## config.mk

```make
export PLATFORM = sky130hd
export DESIGN_NAME = prog_counter_unit
export DESIGN_NICKNAME = d
export VERILOG_FILES = /design/src/rtl/pcu_pkg.sv /design/src/rtl/pcu_page_latch.sv /design/src/rtl/pcu_next_sel.sv /design/src/rtl/pcu_pc_reg.sv /design/src/rtl/prog_counter_unit.sv
export SDC_FILE = /design/constraint.sdc
export NUM_CORES = 1
export LEC_CHECK = 0
export ABC_CLOCK_PERIOD_IN_PS = 1700
export CAP_MARGIN = 20
export CELL_PAD_IN_SITES_DETAIL_PLACEMENT = 1
export CELL_PAD_IN_SITES_GLOBAL_PLACEMENT = 1
export CORE_MARGIN = 3
export CORE_UTILIZATION = 26
export CTS_CLUSTER_DIAMETER = 100
export DETAILED_ROUTE_END_ITERATION = 10
export HOLD_SLACK_MARGIN = 0.08
export MAX_ROUTING_LAYER = met4
export PLACE_DENSITY_LB_ADDON = 0.1
export SLEW_MARGIN = 30
export SYNTH_ARGS = -nofsm -noshare
export SYNTH_HDL_FRONTEND = slang
export SYNTH_SLANG_ARGS = --single-unit
```

## constraint.sdc

```tcl
create_clock -name clk_i -period 1.7 [get_ports clk_i]
set_input_delay 0.34 -clock clk_i [delete_from_list [all_inputs] [get_ports clk_i]]
set_output_delay 0.34 -clock clk_i [all_outputs]
set_load 0.05 [all_outputs]
```

## src/rtl/pcu_pkg.sv

```systemverilog
package pcu_pkg;

  localparam int unsigned PC_W   = 13;
  localparam int unsigned LO_W   = 8;
  localparam int unsigned IMM_W  = 11;
  localparam int unsigned PAGE_W = PC_W - LO_W;
  localparam int unsigned JHI_W  = PC_W - IMM_W;
  localparam int unsigned RD_W   = 8;

  typedef enum logic [2:0] {
    SRC_HOLD = 3'd0,
    SRC_INC  = 3'd1,
    SRC_LO   = 3'd2,
    SRC_JMP  = 3'd3,
    SRC_RET  = 3'd4
  } pc_src_e;

  // next sequential address, wraps at the top of the space
  function automatic logic [PC_W-1:0] pc_step(input logic [PC_W-1:0] pc);
    return PC_W'(pc + PC_W'(1));
  endfunction

  // low byte from the data path, all upper bits from the page register
  function automatic logic [PC_W-1:0] pc_from_low(input logic [PAGE_W-1:0] page,
                                                  input logic [LO_W-1:0]   low);
    return {page, low};
  endfunction

  // immediate field below, top page bits above
  function automatic logic [PC_W-1:0] pc_from_jump(input logic [PAGE_W-1:0] page,
                                                   input logic [IMM_W-1:0]  imm);
    return {page[PAGE_W-1 -: JHI_W], imm};
  endfunction

endpackage

```

## src/rtl/pcu_page_latch.sv

```systemverilog
module pcu_page_latch #(
  parameter int unsigned PAGE_W = pcu_pkg::PAGE_W,
  parameter int unsigned RD_W   = pcu_pkg::RD_W
) (
  input  logic              clk_i,
  input  logic              rst_n_i,
  input  logic              wr_i,
  input  logic [PAGE_W-1:0] wdata_i,
  output logic [PAGE_W-1:0] page_o,
  output logic [RD_W-1:0]   rdata_o
);

  localparam int unsigned PAD_W = RD_W - PAGE_W;

  logic [PAGE_W-1:0] page_q;

  always_ff @(posedge clk_i or negedge rst_n_i) begin
    if (!rst_n_i) begin
      page_q <= '0;
    end else if (wr_i) begin
      page_q <= wdata_i;
    end
  end

  assign page_o  = page_q;
  assign rdata_o = {{PAD_W{1'b0}}, page_q};

endmodule

```

## src/rtl/pcu_next_sel.sv

```systemverilog
module pcu_next_sel
  import pcu_pkg::*;
#(
  parameter int unsigned PC_W_P   = pcu_pkg::PC_W,
  parameter int unsigned LO_W_P   = pcu_pkg::LO_W,
  parameter int unsigned IMM_W_P  = pcu_pkg::IMM_W,
  parameter int unsigned PAGE_W_P = pcu_pkg::PAGE_W
) (
  input  logic [PC_W_P-1:0]   pc_i,
  input  logic [PAGE_W_P-1:0] page_i,
  input  logic                inc_en_i,
  input  logic                lo_wr_i,
  input  logic [LO_W_P-1:0]   lo_wdata_i,
  input  logic                jmp_i,
  input  logic [IMM_W_P-1:0]  jmp_imm_i,
  input  logic                ret_ld_i,
  input  logic [PC_W_P-1:0]   ret_pc_i,
  output pc_src_e             src_o,
  output logic                load_o,
  output logic [PC_W_P-1:0]   pc_next_o,
  output logic                ev_ret_o,
  output logic                ev_jmp_o,
  output logic                ev_lo_o,
  output logic                ev_inc_o
);

  pc_src_e src;

  // fixed priority: stack return, jump, low-byte write, step
  always_comb begin
    if (ret_ld_i)      src = SRC_RET;
    else if (jmp_i)    src = SRC_JMP;
    else if (lo_wr_i)  src = SRC_LO;
    else if (inc_en_i) src = SRC_INC;
    else               src = SRC_HOLD;
  end

  always_comb begin
    unique case (src)
      SRC_RET:  pc_next_o = ret_pc_i;
      SRC_JMP:  pc_next_o = pc_from_jump(page_i, jmp_imm_i);
      SRC_LO:   pc_next_o = pc_from_low(page_i, lo_wdata_i);
      SRC_INC:  pc_next_o = pc_step(pc_i);
      default:  pc_next_o = pc_i;
    endcase
  end

  assign src_o    = src;
  assign load_o   = (src != SRC_HOLD);
  assign ev_ret_o = (src == SRC_RET);
  assign ev_jmp_o = (src == SRC_JMP);
  assign ev_lo_o  = (src == SRC_LO);
  assign ev_inc_o = (src == SRC_INC);

endmodule

```

## src/rtl/pcu_pc_reg.sv

```systemverilog
module pcu_pc_reg #(
  parameter int unsigned PC_W = pcu_pkg::PC_W
) (
  input  logic            clk_i,
  input  logic            rst_n_i,
  input  logic            load_i,
  input  logic [PC_W-1:0] d_i,
  output logic [PC_W-1:0] q_o
);

  logic [PC_W-1:0] pc_q;

  always_ff @(posedge clk_i or negedge rst_n_i) begin
    if (!rst_n_i) begin
      pc_q <= '0;
    end else if (load_i) begin
      pc_q <= d_i;
    end
  end

  assign q_o = pc_q;

endmodule

```

## src/rtl/prog_counter_unit.sv

```systemverilog
module prog_counter_unit
  import pcu_pkg::*;
#(
  parameter int unsigned PC_W_P   = pcu_pkg::PC_W,
  parameter int unsigned LO_W_P   = pcu_pkg::LO_W,
  parameter int unsigned IMM_W_P  = pcu_pkg::IMM_W,
  parameter int unsigned PAGE_W_P = pcu_pkg::PAGE_W,
  parameter int unsigned RD_W_P   = pcu_pkg::RD_W
) (
  input  logic                clk_i,
  input  logic                rst_n_i,
  input  logic                inc_en_i,
  input  logic                lo_wr_i,
  input  logic [LO_W_P-1:0]   lo_wdata_i,
  input  logic                jmp_i,
  input  logic [IMM_W_P-1:0]  jmp_imm_i,
  input  logic                page_wr_i,
  input  logic [PAGE_W_P-1:0] page_wdata_i,
  input  logic                ret_ld_i,
  input  logic [PC_W_P-1:0]   ret_pc_i,
  output logic [PC_W_P-1:0]   pc_o,
  output logic [LO_W_P-1:0]   pc_lo_o,
  output logic [RD_W_P-1:0]   page_rdata_o
);

  logic [PAGE_W_P-1:0] page_q;
  logic [PC_W_P-1:0]   pc_q;
  logic [PC_W_P-1:0]   pc_next;
  logic                pc_load;
  pc_src_e             pc_src;
  logic                ev_ret, ev_jmp, ev_lo, ev_inc;

  pcu_page_latch #(.PAGE_W(PAGE_W_P), .RD_W(RD_W_P)) u_page (
    .clk_i   (clk_i),
    .rst_n_i (rst_n_i),
    .wr_i    (page_wr_i),
    .wdata_i (page_wdata_i),
    .page_o  (page_q),
    .rdata_o (page_rdata_o)
  );

  pcu_next_sel #(
    .PC_W_P(PC_W_P), .LO_W_P(LO_W_P), .IMM_W_P(IMM_W_P), .PAGE_W_P(PAGE_W_P)
  ) u_sel (
    .pc_i       (pc_q),
    .page_i     (page_q),
    .inc_en_i   (inc_en_i),
    .lo_wr_i    (lo_wr_i),
    .lo_wdata_i (lo_wdata_i),
    .jmp_i      (jmp_i),
    .jmp_imm_i  (jmp_imm_i),
    .ret_ld_i   (ret_ld_i),
    .ret_pc_i   (ret_pc_i),
    .src_o      (pc_src),
    .load_o     (pc_load),
    .pc_next_o  (pc_next),
    .ev_ret_o   (ev_ret),
    .ev_jmp_o   (ev_jmp),
    .ev_lo_o    (ev_lo),
    .ev_inc_o   (ev_inc)
  );

  pcu_pc_reg #(.PC_W(PC_W_P)) u_pc (
    .clk_i   (clk_i),
    .rst_n_i (rst_n_i),
    .load_i  (pc_load),
    .d_i     (pc_next),
    .q_o     (pc_q)
  );

  assign pc_o    = pc_q;
  assign pc_lo_o = pc_q[LO_W_P-1:0];

endmodule

```

==> metrics.md <==
| Metric | Value |
|---|---|
| Status | `completed` |
| Via density | `5.155` |
| Sequential area share after synthesis | `35.89%` |
| DIE HEIGHT | `75.48 um` |
| Hold_ws | `0.4139 ns` |
| Die X-Extent | `75.48 um` |
| DP Wirelength | `3616 um` |
| Final setup viols | `0` |
| Multi-input gate area | `689.4 sq um` |
| Cells after Synth | `145` |
| Synth Cell Area | `1255 sq um` |
| Commonest non-fill, non-tap cell in the layout | `clkdlybuf4s50_1` |
| RSZ-0062 raised after global routing | `true` |
| CTS Buf Count | `3` |
| Synth area leaders | `dfrtp_1 36%, buf_4 6.6%, mux2_2 5.4%` |
| Crit path kind | `flop to flop` |
| Vias | `1,397` |
| Worst-path clk slew | `0.08 ns` |
| Setup TNS | `0 ns` |
| Sw Share | `39.16%` |
| Seq pwr share | `33.2%` |
| DRT antenna net count | `0` |
| Largest area contributor in the netlist | `dfrtp_1` |
| Critical Path Start | `u_pc.q_o[1]` |
| P_leak | `0.0008729 uW` |
| #FFs+latches synth | `18` |
| Share of layout cells above drive strength 1 | `27.85%` |
| RePlAce Congestion | `0.8438` |
| Worst R2R Path Depth | `5` |
| Top Ports | `73` |
| Cell Int Power | `975.2 uW` |
| Hold Buf Count CTS | `0` |
| CTS Sinks | `18` |
| Routed WL | `4570 um` |
| Final net count | `265` |
| Routed length per placed instance | `16.86 um` |
| Post-Place Cell Area | `2022 sq um` |
| GR Overflow Total | `0` |
| Gate power share | `43.8%` |
| Share of the synthesized area in the top cell type | `35.89%` |
| Vias in the first global route | `1,476` |
| Initial core utilization | `27.86%` |
| Final period util | `94.82%` |
| Diodes inserted | `0` |
| Finished layout cell area | `2096 sq um` |
| Post-synth top flop | `dfrtp_1` |
| Antenna violations before repair | `0` |
| Critical Path Start Type | `flop` |
| DRT Pass-1 Iters | `4` |
| CTS max path bufs | `2` |
| Hold Crit Class | `input pin to async pin` |
| Clock share of power | `23.0%` |
| CP arrival | `1.74 ns` |
| Yosys cell types | `34` |
| CTS tree | `built` |
| Worst r2r src | `u_pc.q_o[1]` |
| Final min period | `1.612 ns` |
| Row cnt | `24` |
| Pin count of the biggest net entering global routing | `21` |
| Max Cap Viol | `0` |
| Hold Vio Cnt, Final | `0` |
| Most frequent cells in the layout | `43 x clkdlybuf4s50_1, 40 x buf_4, 16 x nand2_1` |
| FMAX | `620.4 MHz` |
| Mean area per synthesized cell | `8.655 sq um` |
| Req. time, crit path | `1.83 ns` |
| Residual DRC count | `0` |
| Detailed Route Iter0 Violations | `44` |
| FFs w/ async S/R, synth | `100.0%` |
| Max-slew violations | `0` |
| Root buf cell | `clkbuf_8` |
| P_sw | `627.7 uW` |
| Crit-path max FO | `7` |
| Die area | `5696 sq um` |
| Number of synthesized flops with an enable pin | `0` |
| Fin Clk Skew | `0.003623 ns` |
| H-tree depth | `1` |
| Crit path capture type | `flop` |
| Setup crit end | `u_pc.q_o[12]` |
| PortBufs | `69` |
| Yosys warns | `0` |
| Clock Latency Late Sink | `0.26 ns` |
| Area Overhead vs Synth | `67.00%` |
| Fill count | `542` |
| First-pass GRT wire length | `7162 um` |
| PD cells | `764.8 nW/um^2` |
| FF+latch area | `456.7 sq um` |
| Core Area | `4504 sq um` |
| Gr usage total | `16.95%` |
| Register-to-register setup slack | `0.09 ns` |
| Worst vdd ir | `0.0003437 V` |
| FF-to-FF End | `u_pc.q_o[12]` |
-- per-layer routing --
metal / track usage, % / wire, um
met1: 20.29 / 1993
met2: 29.53 / 2299
met3: 2.902 / 241
met4: 4.078 / 35
met5: - / 0
-- power by group through the flow --
stage	registers [uW]	clock network, uW	logic (uW)
floorplan	683	0	264
global placement	538	0	696
detailed placement	541	0	701
CTS	533	383	705
global route	541	396	742
finish	532	369	701
-- worst min path at each step --
| stage | cells past startpoint | from | end |
|---|---|---|---|
| after floorplan | 0 | rst_n_i | u_page.page_o[0] |
| after global placement | 1 | u_page.page_o[0] | u_page.page_o[0] |
| after detailed placement | 1 | u_page.page_o[0] | u_page.page_o[0] |
| after CTS | 2 | rst_n_i | u_pc.q_o[5] |
| after global routing | 2 | rst_n_i | u_pc.q_o[5] |
| final | 2 | rst_n_i | u_pc.q_o[1] |
-- sequential cells by signal, indices dropped and copies added (netlist names) --
signal and count:
u_page.page_o 5, u_pc.q_o 13
-- worst max-delay path, cell delays in order, from the launching register on --
cell      delay (ns)
dfrtp_2         0.44
ha_1            0.23
nand3_1         0.22
nor4_1          0.29
xnor2_1         0.17
o221ai_1        0.14
-- cell families (layout without fill, tap and decap cells) --
logic type,count (synthesis),count (layout),share of synthesized area [%]
AO/OA/AOI/OAI,35,35,20.54
XOR/XNOR,8,8,5.583
adder cells (fa/ha/maj),1,1,0.9968
buffers and inverters,24,96,10.67
flip-flops,18,18,35.89
multiplexers,7,7,6.181
other,1,3,0.2988
AND/OR/NAND/NOR,51,51,19.84
-- layout make-up --
type / count / area share, %
multi-input cells: 105 / 32.90
flip-flops and latches: 18 / 21.79
well taps: 52 / 3.104
clock buffers: 4 / 2.627
repair buffers: 87 / 38.69
inverters: 5 / 0.8955
-- cells in the mapped netlist, types with 4 or more instances --
library cell and instances:
dfrtp_1 18, nand2_1 16, buf_4 11, nor2_1 8
a21oi_1 7, nor3_1 7, xnor2_1 7, clkbuf_1 6
mux2_2 6, o31ai_1 6, inv_1 5, nor2b_1 5
o221ai_1 5, a221oi_1 4, a22oi_1 4
-- stage by stage --
| stage | total power, uW | util, % | worst slack (ns) | cells |
|---|---|---|---|---|
| final | 1603 | 46.53 | 0.08814 | 271 |
| after global routing | 1679 | 46.53 | -0.0004006 | 271 |
| after CTS | 1620 | 46.11 | 0.06874 | 270 |
| after detailed placement | 1242 | 44.89 | -0.1552 | 266 |
| after global placement | 1234 | 44.89 | -0.1177 | 266 |
| after floorplan | 947.2 | - | 0.01882 | 147 |
-- timing repair --
action,in CTS,in global routing
endpoints found under the setup margin,0,3
setup buffers,0,1
gates resized for setup,0,2
No activity file was read; power rests on OpenSTA's default activity.
